==> config.mk <==
export PLATFORM = sky130hd
export DESIGN_NAME = pwr_mode_ctrl
export DESIGN_NICKNAME = d
export VERILOG_FILES = /design/src/rtl/pmc_pkg.sv /design/src/rtl/pmc_mode_reg.sv /design/src/rtl/pmc_seq.sv /design/src/rtl/pmc_out.sv /design/src/rtl/pwr_mode_ctrl.sv
export SDC_FILE = /design/constraint.sdc
export NUM_CORES = 1
export LEC_CHECK = 0
export BUFFER_PORTS_ARGS = -buffer_cell sky130_fd_sc_hd__buf_2
export CAP_MARGIN = 10
export CORE_ASPECT_RATIO = 0.7
export CORE_UTILIZATION = 46
export DETAILED_ROUTE_END_ITERATION = 10
export GPL_TIMING_DRIVEN = 0
export PLACE_DENSITY = 0.76
export SETUP_SLACK_MARGIN = 0.4
export SLEW_MARGIN = 20
export SYNTH_ARGS = -nofsm -noshare
export SYNTH_HDL_FRONTEND = slang
export SYNTH_SLANG_ARGS = --single-unit
==> constraint.sdc <==
create_clock -name clk_i -period 1.56 [get_ports clk_i]
set_clock_uncertainty 0.15 [all_clocks]
set_input_delay 0.312 -clock clk_i [delete_from_list [all_inputs] [get_ports clk_i]]
set_output_delay 0.312 -clock clk_i [all_outputs]
set_load 0.01 [all_outputs]
==> src/rtl/pmc_pkg.sv <==
`timescale 1ns/1ps
package pmc_pkg;
  typedef enum logic [1:0] {
    MODE_ACT = 2'b00,
    MODE_FLX = 2'b01,
    MODE_HIB = 2'b10,
    MODE_RSV = 2'b11
  } mode_e;

  typedef enum logic [3:0] {
    S_ACT, S_FLX,
    S_E_CLK, S_E_RET, S_E_PWR, S_E_OSC,
    S_HIB,
    S_W_OSC, S_W_PWR, S_W_CLK
  } state_e;

  localparam logic [1:0] STAT_BUSY = 2'b11;
endpackage

==> src/rtl/pmc_mode_reg.sv <==
`timescale 1ns/1ps
module pmc_mode_reg
  import pmc_pkg::*;
(
  input  logic       clk_i,
  input  logic       rst_ni,
  input  logic       we_i,
  input  logic [1:0] wdata_i,
  input  logic       clr_i,
  output mode_e      mode_o
);
  mode_e mode_q;

  always_ff @(posedge clk_i or negedge rst_ni) begin
    if (!rst_ni)    mode_q <= MODE_ACT;
    else if (clr_i) mode_q <= MODE_ACT;
    else if (we_i)  mode_q <= (wdata_i == MODE_RSV) ? MODE_ACT : mode_e'(wdata_i);
  end

  assign mode_o = mode_q;
endmodule

==> src/rtl/pmc_seq.sv <==
`timescale 1ns/1ps
module pmc_seq
  import pmc_pkg::*;
#(
  parameter int NB_OPT = 3,
  parameter int NBIAS  = 3
) (
  input  logic              clk_i,
  input  logic              rst_ni,
  input  mode_e             mode_i,
  input  logic              dbg_hold_i,
  input  logic              wake_i,
  input  logic              ack_i,
  input  logic              osc_rdy_i,
  input  logic [NB_OPT-1:0] ret_mask_i,
  input  logic [NBIAS-1:0]  keep_i,
  output state_e            st_o,
  output logic              clr_o,
  output logic [NB_OPT-1:0] ret_q_o,
  output logic [NBIAS-1:0]  keep_q_o
);
  state_e st_q, st_d;
  logic   step;
  logic   start;

  assign step = ack_i && !dbg_hold_i;

  always_comb begin
    st_d  = st_q;
    clr_o = 1'b0;
    unique case (st_q)
      S_ACT: if (mode_i == MODE_HIB && !dbg_hold_i) st_d = S_E_CLK;
             else if (mode_i == MODE_FLX)           st_d = S_FLX;
      S_FLX: if (mode_i == MODE_HIB && !dbg_hold_i) st_d = S_E_CLK;
             else if (mode_i != MODE_FLX && mode_i != MODE_HIB) st_d = S_ACT;
      S_E_CLK: if (step) st_d = S_E_RET;
      S_E_RET: if (step) st_d = S_E_PWR;
      S_E_PWR: if (step) st_d = S_E_OSC;
      S_E_OSC: if (step) st_d = S_HIB;
      S_HIB:   if (wake_i) st_d = S_W_OSC;
      S_W_OSC: if (osc_rdy_i) st_d = S_W_PWR;
      S_W_PWR: if (ack_i) st_d = S_W_CLK;
      S_W_CLK: if (ack_i) begin
                 st_d  = S_ACT;
                 clr_o = 1'b1;
               end
      default: st_d = S_ACT;
    endcase
  end

  assign start = (st_q == S_ACT || st_q == S_FLX) && st_d == S_E_CLK;

  always_ff @(posedge clk_i or negedge rst_ni) begin
    if (!rst_ni) begin
      st_q     <= S_ACT;
      ret_q_o  <= '0;
      keep_q_o <= '0;
    end else begin
      st_q <= st_d;
      if (start) begin
        ret_q_o  <= ret_mask_i;
        keep_q_o <= keep_i;
      end
    end
  end

  assign st_o = st_q;
endmodule

==> src/rtl/pmc_out.sv <==
`timescale 1ns/1ps
module pmc_out
  import pmc_pkg::*;
#(
  parameter int NB_OPT = 3,
  parameter int NPER   = 4,
  parameter int NBIAS  = 3
) (
  input  state_e            st_i,
  input  logic              dbg_hold_i,
  input  logic [NPER-1:0]   per_mask_i,
  input  logic [NB_OPT-1:0] ret_q_i,
  input  logic [NBIAS-1:0]  keep_q_i,
  output logic [1:0]        stat_o,
  output logic              cpu_clk_en_o,
  output logic [NPER-1:0]   per_clk_en_o,
  output logic              logic_pwr_en_o,
  output logic [NB_OPT:0]   sram_pwr_en_o,
  output logic [NB_OPT:0]   sram_ret_o,
  output logic              hs_osc_en_o,
  output logic [NBIAS-1:0]  bias_en_o
);
  localparam int NBANK = NB_OPT + 1;

  logic in_pd, in_ret, osc_off;
  logic [NBANK-1:0] ret_vec;

  assign in_pd   = st_i inside {S_E_PWR, S_E_OSC, S_HIB, S_W_OSC};
  assign in_ret  = st_i inside {S_E_RET, S_E_PWR, S_E_OSC, S_HIB, S_W_OSC, S_W_PWR};
  assign osc_off = st_i inside {S_E_OSC, S_HIB};

  assign ret_vec[0] = 1'b1;  // fixed bank
  for (genvar b = 1; b < NBANK; b++) begin : g_bank
    assign ret_vec[b]       = ret_q_i[b-1];
    assign sram_ret_o[b]    = in_ret && ret_vec[b];
    assign sram_pwr_en_o[b] = !in_pd || ret_vec[b];
  end
  assign sram_ret_o[0]    = in_ret;
  assign sram_pwr_en_o[0] = 1'b1;

  assign logic_pwr_en_o = !in_pd;
  assign hs_osc_en_o    = !osc_off;
  assign bias_en_o      = in_pd ? keep_q_i : '1;
  assign cpu_clk_en_o   = (st_i == S_ACT) || (st_i == S_FLX && dbg_hold_i);

  always_comb begin
    unique case (st_i)
      S_ACT:   per_clk_en_o = '1;
      S_FLX:   per_clk_en_o = per_mask_i;
      default: per_clk_en_o = '0;
    endcase
  end

  always_comb begin
    unique case (st_i)
      S_ACT:   stat_o = MODE_ACT;
      S_FLX:   stat_o = dbg_hold_i ? MODE_ACT : MODE_FLX;
      S_HIB:   stat_o = MODE_HIB;
      default: stat_o = STAT_BUSY;
    endcase
  end
endmodule

==> src/rtl/pwr_mode_ctrl.sv <==
`timescale 1ns/1ps
module pwr_mode_ctrl
  import pmc_pkg::*;
#(
  parameter int NB_OPT = 3,
  parameter int NPER   = 4,
  parameter int NBIAS  = 3
) (
  input  logic              clk_i,
  input  logic              rst_ni,
  input  logic              mode_we_i,
  input  logic [1:0]        mode_wdata_i,
  input  logic [NB_OPT-1:0] ret_mask_i,
  input  logic [NPER-1:0]   per_mask_i,
  input  logic [NBIAS-1:0]  keep_mask_i,
  input  logic              dbg_hold_i,
  input  logic              wake_i,
  input  logic              step_ack_i,
  input  logic              osc_rdy_i,
  output logic [1:0]        mode_field_o,
  output logic [1:0]        mode_stat_o,
  output logic              cpu_clk_en_o,
  output logic [NPER-1:0]   per_clk_en_o,
  output logic              logic_pwr_en_o,
  output logic [NB_OPT:0]   sram_pwr_en_o,
  output logic [NB_OPT:0]   sram_ret_o,
  output logic              hs_osc_en_o,
  output logic [NBIAS-1:0]  bias_en_o
);
  mode_e             mode;
  state_e            st;
  logic              clr;
  logic [NB_OPT-1:0] ret_q;
  logic [NBIAS-1:0]  keep_q;

  pmc_mode_reg u_reg (
    .clk_i   (clk_i),
    .rst_ni  (rst_ni),
    .we_i    (mode_we_i),
    .wdata_i (mode_wdata_i),
    .clr_i   (clr),
    .mode_o  (mode)
  );

  pmc_seq #(.NB_OPT(NB_OPT), .NBIAS(NBIAS)) u_seq (
    .clk_i      (clk_i),
    .rst_ni     (rst_ni),
    .mode_i     (mode),
    .dbg_hold_i (dbg_hold_i),
    .wake_i     (wake_i),
    .ack_i      (step_ack_i),
    .osc_rdy_i  (osc_rdy_i),
    .ret_mask_i (ret_mask_i),
    .keep_i     (keep_mask_i),
    .st_o       (st),
    .clr_o      (clr),
    .ret_q_o    (ret_q),
    .keep_q_o   (keep_q)
  );

  pmc_out #(.NB_OPT(NB_OPT), .NPER(NPER), .NBIAS(NBIAS)) u_out (
    .st_i           (st),
    .dbg_hold_i     (dbg_hold_i),
    .per_mask_i     (per_mask_i),
    .ret_q_i        (ret_q),
    .keep_q_i       (keep_q),
    .stat_o         (mode_stat_o),
    .cpu_clk_en_o   (cpu_clk_en_o),
    .per_clk_en_o   (per_clk_en_o),
    .logic_pwr_en_o (logic_pwr_en_o),
    .sram_pwr_en_o  (sram_pwr_en_o),
    .sram_ret_o     (sram_ret_o),
    .hs_osc_en_o    (hs_osc_en_o),
    .bias_en_o      (bias_en_o)
  );

  assign mode_field_o = mode;
endmodule

# [Word level (Yosys, flattened, before mapping)]
# Index checks and enable logic that the tools add are counted.
[op_classes] mux=22 n_eq_ne=15 order_cmp=0 reduce_logical=21 n_bitwise=0 mul=0 n_div=0 addsub=0 n_shift=0
[ops] cell="2-to-1 mux 4 bit" n=12
[ops] cell="one-hot mux 4 bit (10 select lines)" n=1
[ops] cell="== test 4 x 3 -> 1 bit (second input constant)" n=4
[ops] cell="== test 4 x 2 -> 1 bit (second input constant)" n=3
[ops] cell="== test 4 bit (second input constant)" n=2
[ops] cell="logical AND 1 bit" n=8
[ops] cell="one-hot mux 4 bit (2 select lines)" n=1
[ops] cell="2-to-1 mux 2 bit" n=3
[ops] cell="one-hot mux 2 bit (3 select lines)" n=1
[ops] cell="nonzero test 6 bit" n=1
[ops] cell="logical OR 1 bit" n=5
[ops] cell="== test 2 bit (second input constant)" n=2
[ops] cell="== test 4 x 1 -> 1 bit (second input constant)" n=1
[ops] cell="logical NOT 4 bit" n=1
[ops] cell="nonzero test 2 bit" n=2
[ops] cell="nonzero test 4 bit" n=1
[ops] cell="logical NOT 1 bit" n=3
[ops] cell="2-to-1 mux 1 bit" n=3
[ops] cell="2-to-1 mux 3 bit" n=1
[ops] cell="== test 2 x 1 -> 1 bit (second input constant)" n=1
[ops] cell="inequality test 2 x 1 -> 1 bit (second input constant)" n=1
[ops] cell="inequality test 2 bit (second input constant)" n=1
[totals] wordCells=62 rom_bits=0 reg_bits=12 mem_bits_rw=0 n_memories=0 latch_bits=0

# [Logic depth before layout (Yosys ltp)]
[logic_depth] word_depth=7 depth_mapped=6 depth_no_buf=6

# [By module]
# A second synthesis with hierarchy kept.
[hier_totals] cells_unflattened=102 area_unflattened_um2=920.9
[by_module_without_submodules] mod="pmc_seq" instances=1 area_per_inst_um2=593.1 seq_area_each_um2=250.2 cells_each=58
[by_module_without_submodules] mod="pmc_out" instances=1 area_per_inst_um2=240.2 seq_area_each_um2=0.0 cells_each=36
[by_module_without_submodules] mod="pmc_mode_reg" instances=1 area_per_inst_um2=87.6 seq_area_each_um2=50.0 cells_each=8

# [Worst setup path after synthesis]
# Ideal clock, no wire load.
[synth_path] path_type="reg2out" start="register u_seq.st_q[2] (netlist: u_seq.st_o[2])" end="output port cpu_clk_en_o" stages_incl_launch_ff=4 required_ps=1098 slack_ps=5 t_arrival_ps=1093 cell_sequence="dfrtp_1 -> or3_1 -> buf_2 -> nor2_1"
[synth_between] elab_chain_cells=3 word_cells_on_any_way=4
[synth_lines] item="start, declared" line="pmc_seq.sv:22" text="state_e st_q, st_d;"
[synth_lines] item="start signal, assigned" line="pmc_seq.sv:59" text="st_q <= st_d;"
[synth_lines] item="== test 4 x 1 -> 1 bit" line="pmc_out.sv:44" text="assign cpu_clk_en_o = (st_i == S_ACT) || (st_i == S_FLX && dbg_hold_i);"
[synth_lines] item="logical AND 1 bit" line="pmc_out.sv:44"
[synth_lines] item="logical OR 1 bit (*)" line="pmc_out.sv:44"
[synth_lines] item="end, declared" line="pwr_mode_ctrl.sv:22" text="output logic cpu_clk_en_o,"
# Every way passes the cells marked *; elsewhere a longest branch is shown, timed or not.

# [Final worst setup path]
[layout_path] start="register u_seq.st_q[3] (netlist: u_seq.st_o[3])" end="output port per_clk_en_o[3]"
[layout_between] elab_chain_cells=2 word_cells_on_any_way=3
[layout_lines] item="== test 4 x 1 -> 1 bit / logical NOT 4 bit (equally long branches)" line="pmc_out.sv:47" text="unique case (st_i)"
[layout_lines] item="one-hot mux 4 bit (2 select lines) (*)" line="pmc_out.sv:47"
[layout_lines] item="end, declared" line="pwr_mode_ctrl.sv:23" text="output logic [NPER-1:0] per_clk_en_o,"
# Marked as above.

==> reports/results.txt <==
status = finished, violations left
failing checks = setup timing
Layout fillers = 114
area taken by multi-input logic gates = 656 sq um
final slew viol count = 0
CP Capture Type = output pin
residual DRC count = 0
Routability Congestion = 0.781
final hold violations = 0
Seq. cell area = 303 sq um
Syn-to-layout area delta = 60.7%
number of antenna violations at the first check in global routing = 0
Syn. warnings = 0
clk_lat worst skew = 0.28 ns
Root Driver = clkbuf_4
RSZ-0062 raised after global routing = yes
Synth area leaders = dfrtp_1 (33%), mux2_4 (9.8%), nand2b_1 (6.1%)
final non-filler cell area = 1470 sq um
starting DRC count in detailed routing = 23
Hold WS = 0.104 ns
sequential share of the synthesized area = 32.7%
via count = 932
worst slack, placed = -0.124 ns
worst hold path type = input pin to flip-flop
first-pass GRT wire length = 3.41 mm
Max FO, Critical Path = 6
IO Count = 41
Clk pin slew, worst setup/hold paths = 0.08 ns
antenna fix cells = 0
worst setup path category = flip-flop to output pin
endpoints failing setup = 19
Peak VDD IR = 1.89 mV
drt via density = 5.27
total nets after synthesis = 122
setup TNS = -6.81 ns
DRT Pass-1 Iters = 5
Die W = 55.4 um
Syn Area/Cell = 9.08 sq um
max_cap viols = 0
post-synth cell types = 31
vias in the first global route = 732
Die H = 39.4 um
Cells after Synth = 101
Post-Syn Area = 917 sq um
core area = 1870 sq um
layout cells sized above 1 = 61.9%
die area = 2180 sq um
post-synth top area cell = dfrtp_1
post-synth top area share = 32.7%
Req. time, crit path = 1.10 ns
pwr/cell area = 1870 nW/um^2
Leakage = 0.700 nW
starting density of the core = 49.0%
fmax = 511 MHz
drt wl/cell = 14.6 um
GRT overflow = 0
Setup WS post-layout = -0.395 ns
net count reported at finish = 177
H-Tree Depth = 1
total track usage = 21.2%
reg2reg setup slack = 0.01 ns
Rows = 13
Detail Route Antenna Nets = 0
Inserted Clock Buffers = 3
DP Area = 1210 sq um
Critical Path AT = 1.49 ns
CTS tree = built
clk sink count = 12
largest net degree at the start of global routing = 13
Startpoint Class = flip-flop
port bufs = 39
Final Critical Period = 1.96 ns
Routed WL = 2.58 mm
synthesized flop and latch total = 12
detailed-placement wirelength estimate = 1.61 mm
period utilization = 125%
Clock Tree Buf Depth = 2
-- path summary, 6_finish.rpt --
path | startpoint | to | cells after the start
min reg2reg | u_seq.keep_q_o[0]$_DFFE_PN0P_ | u_seq.keep_q_o[0]$_DFFE_PN0P_ | 1
max in group asynchronous | rst_ni | u_seq.st_o[2]$_DFF_PN0_ | 2
min | ret_mask_i[0] | u_seq.ret_q_o[0]$_DFFE_PN0P_ | 2
min in group asynchronous | rst_ni | u_seq.ret_q_o[0]$_DFFE_PN0P_ | 2
max reg2reg | u_reg.mode_o[0]$_DFFE_PN0P_ | u_seq.keep_q_o[1]$_DFFE_PN0P_ | 5
max | u_seq.st_o[3]$_DFF_PN0_ | per_clk_en_o[3] | 4
-- cells in the final DEF (no fill, tap or decap), types with 5 or more instances in the layout --
cell | netlist | final
buf_2 | 2 | 34
a21oi_1 | 7 | 5
nand2_1 | 8 | 7
buf_4 | 6 | 8
o21ai_0 | 6 | 5
mux2_4 | 6 | 6
a21oi_4 | 0 | 5
nand2b_1 | 9 | 9
dfrtp_1 | 12 | 10
inv_1 | 8 | 5
buf_6 | 0 | 13
-- power by group --
group | switching (mW) | internal (mW) | leakage [nW] | total, mW
registers | 0.121 | 0.438 | 0.148 | 0.560
logic | 0.930 | 1.01 | 0.530 | 1.94
clock network | 0.111 | 0.142 | 0.0210 | 0.253
total | 1.16 | 1.59 | 0.700 | 2.75
-- state kept, by name, summed over array words and instances, names as in the netlist --
signal and cells:
u_reg.mode_o 2, u_seq.ret_q_o 3, u_seq.st_o 4, u_seq.keep_q_o 3
-- logic make-up (layout without fill, tap and decap cells) --
kind of cell    after synthesis  after routing  synth area share, %
fa+ha+maj                     2              2                 2.73
buf+inv                      16             70                 9.28
other cells                   1              1                0.409
mux                           6              6                 9.82
compound gates               23             23                 16.1
xor+xnor                      1              1                0.955
flops                        12             12                 32.7
simple gates                 40             40                 28.0
-- critical path, stage by stage (launching register included) --
cell and delay (ns):
dfrtp_1 0.43, or3_4 0.40, buf_6 0.15, a21oi_4 0.10
buf_2 0.13
-- routing by layer --
layer	vias up	share of wire, %	track usage, %
li1	445	-	-
met1	437	43	27.2
met2	48	50	36.7
met3	2	5.9	4.95
met4	0	0.81	5.63
met5	-	0	0
-- stage by stage --
stage | utilization, % | power [mW] | std cells
after detailed placement | 64.5 | 2.13 | 162
after global routing | 78.8 | 2.92 | 177
after floorplan | - | 1.69 | 101
after CTS | 71.2 | 2.51 | 171
final | 78.8 | 2.75 | 177
after global placement | 64.5 | 2.10 | 162
-- layout make-up --
class | count | share of cell area, %
clock buffers | 4 | 2.46
repair buffers | 50 | 22.4
flip-flops and latches | 12 | 20.5
multi-input cells | 73 | 44.5
inverters | 8 | 2.04
well taps | 22 | 1.87
plain buffers | 8 | 6.20
-- synthesized netlist by cell type --
cell type / instances
dfrtp_1: 12
nand2b_1: 9
inv_1: 8
nand2_1: 8
a21oi_1: 7
buf_4: 6
mux2_4: 6
o21ai_0: 6
a21oi_2: 4
nor2_1: 4
and2_1: 3
nand3b_1: 3
nor2b_1: 3
buf_2: 2
ha_1: 2
nor2b_4: 2
nor3_1: 2
a211oi_1: 1
a31oi_1: 1
conb_1: 1
nand3_1: 1
nand3b_4: 1
nand4_1: 1
nand4b_1: 1
nor2_4: 1
o211ai_1: 1
o21bai_1: 1
o22ai_1: 1
o22ai_2: 1
or3_1: 1
xor2_1: 1
-- what timing repair did --
action,4_1_cts,5_1_grt
hold buffers,1,0
endpoints found under the setup margin,33,33
resized for setup,12,22
gates cloned,0,1
buffers inserted,4,5
pin swaps,3,4
hold endpoints to repair,12,0
(Power assumes the default switching activity.)
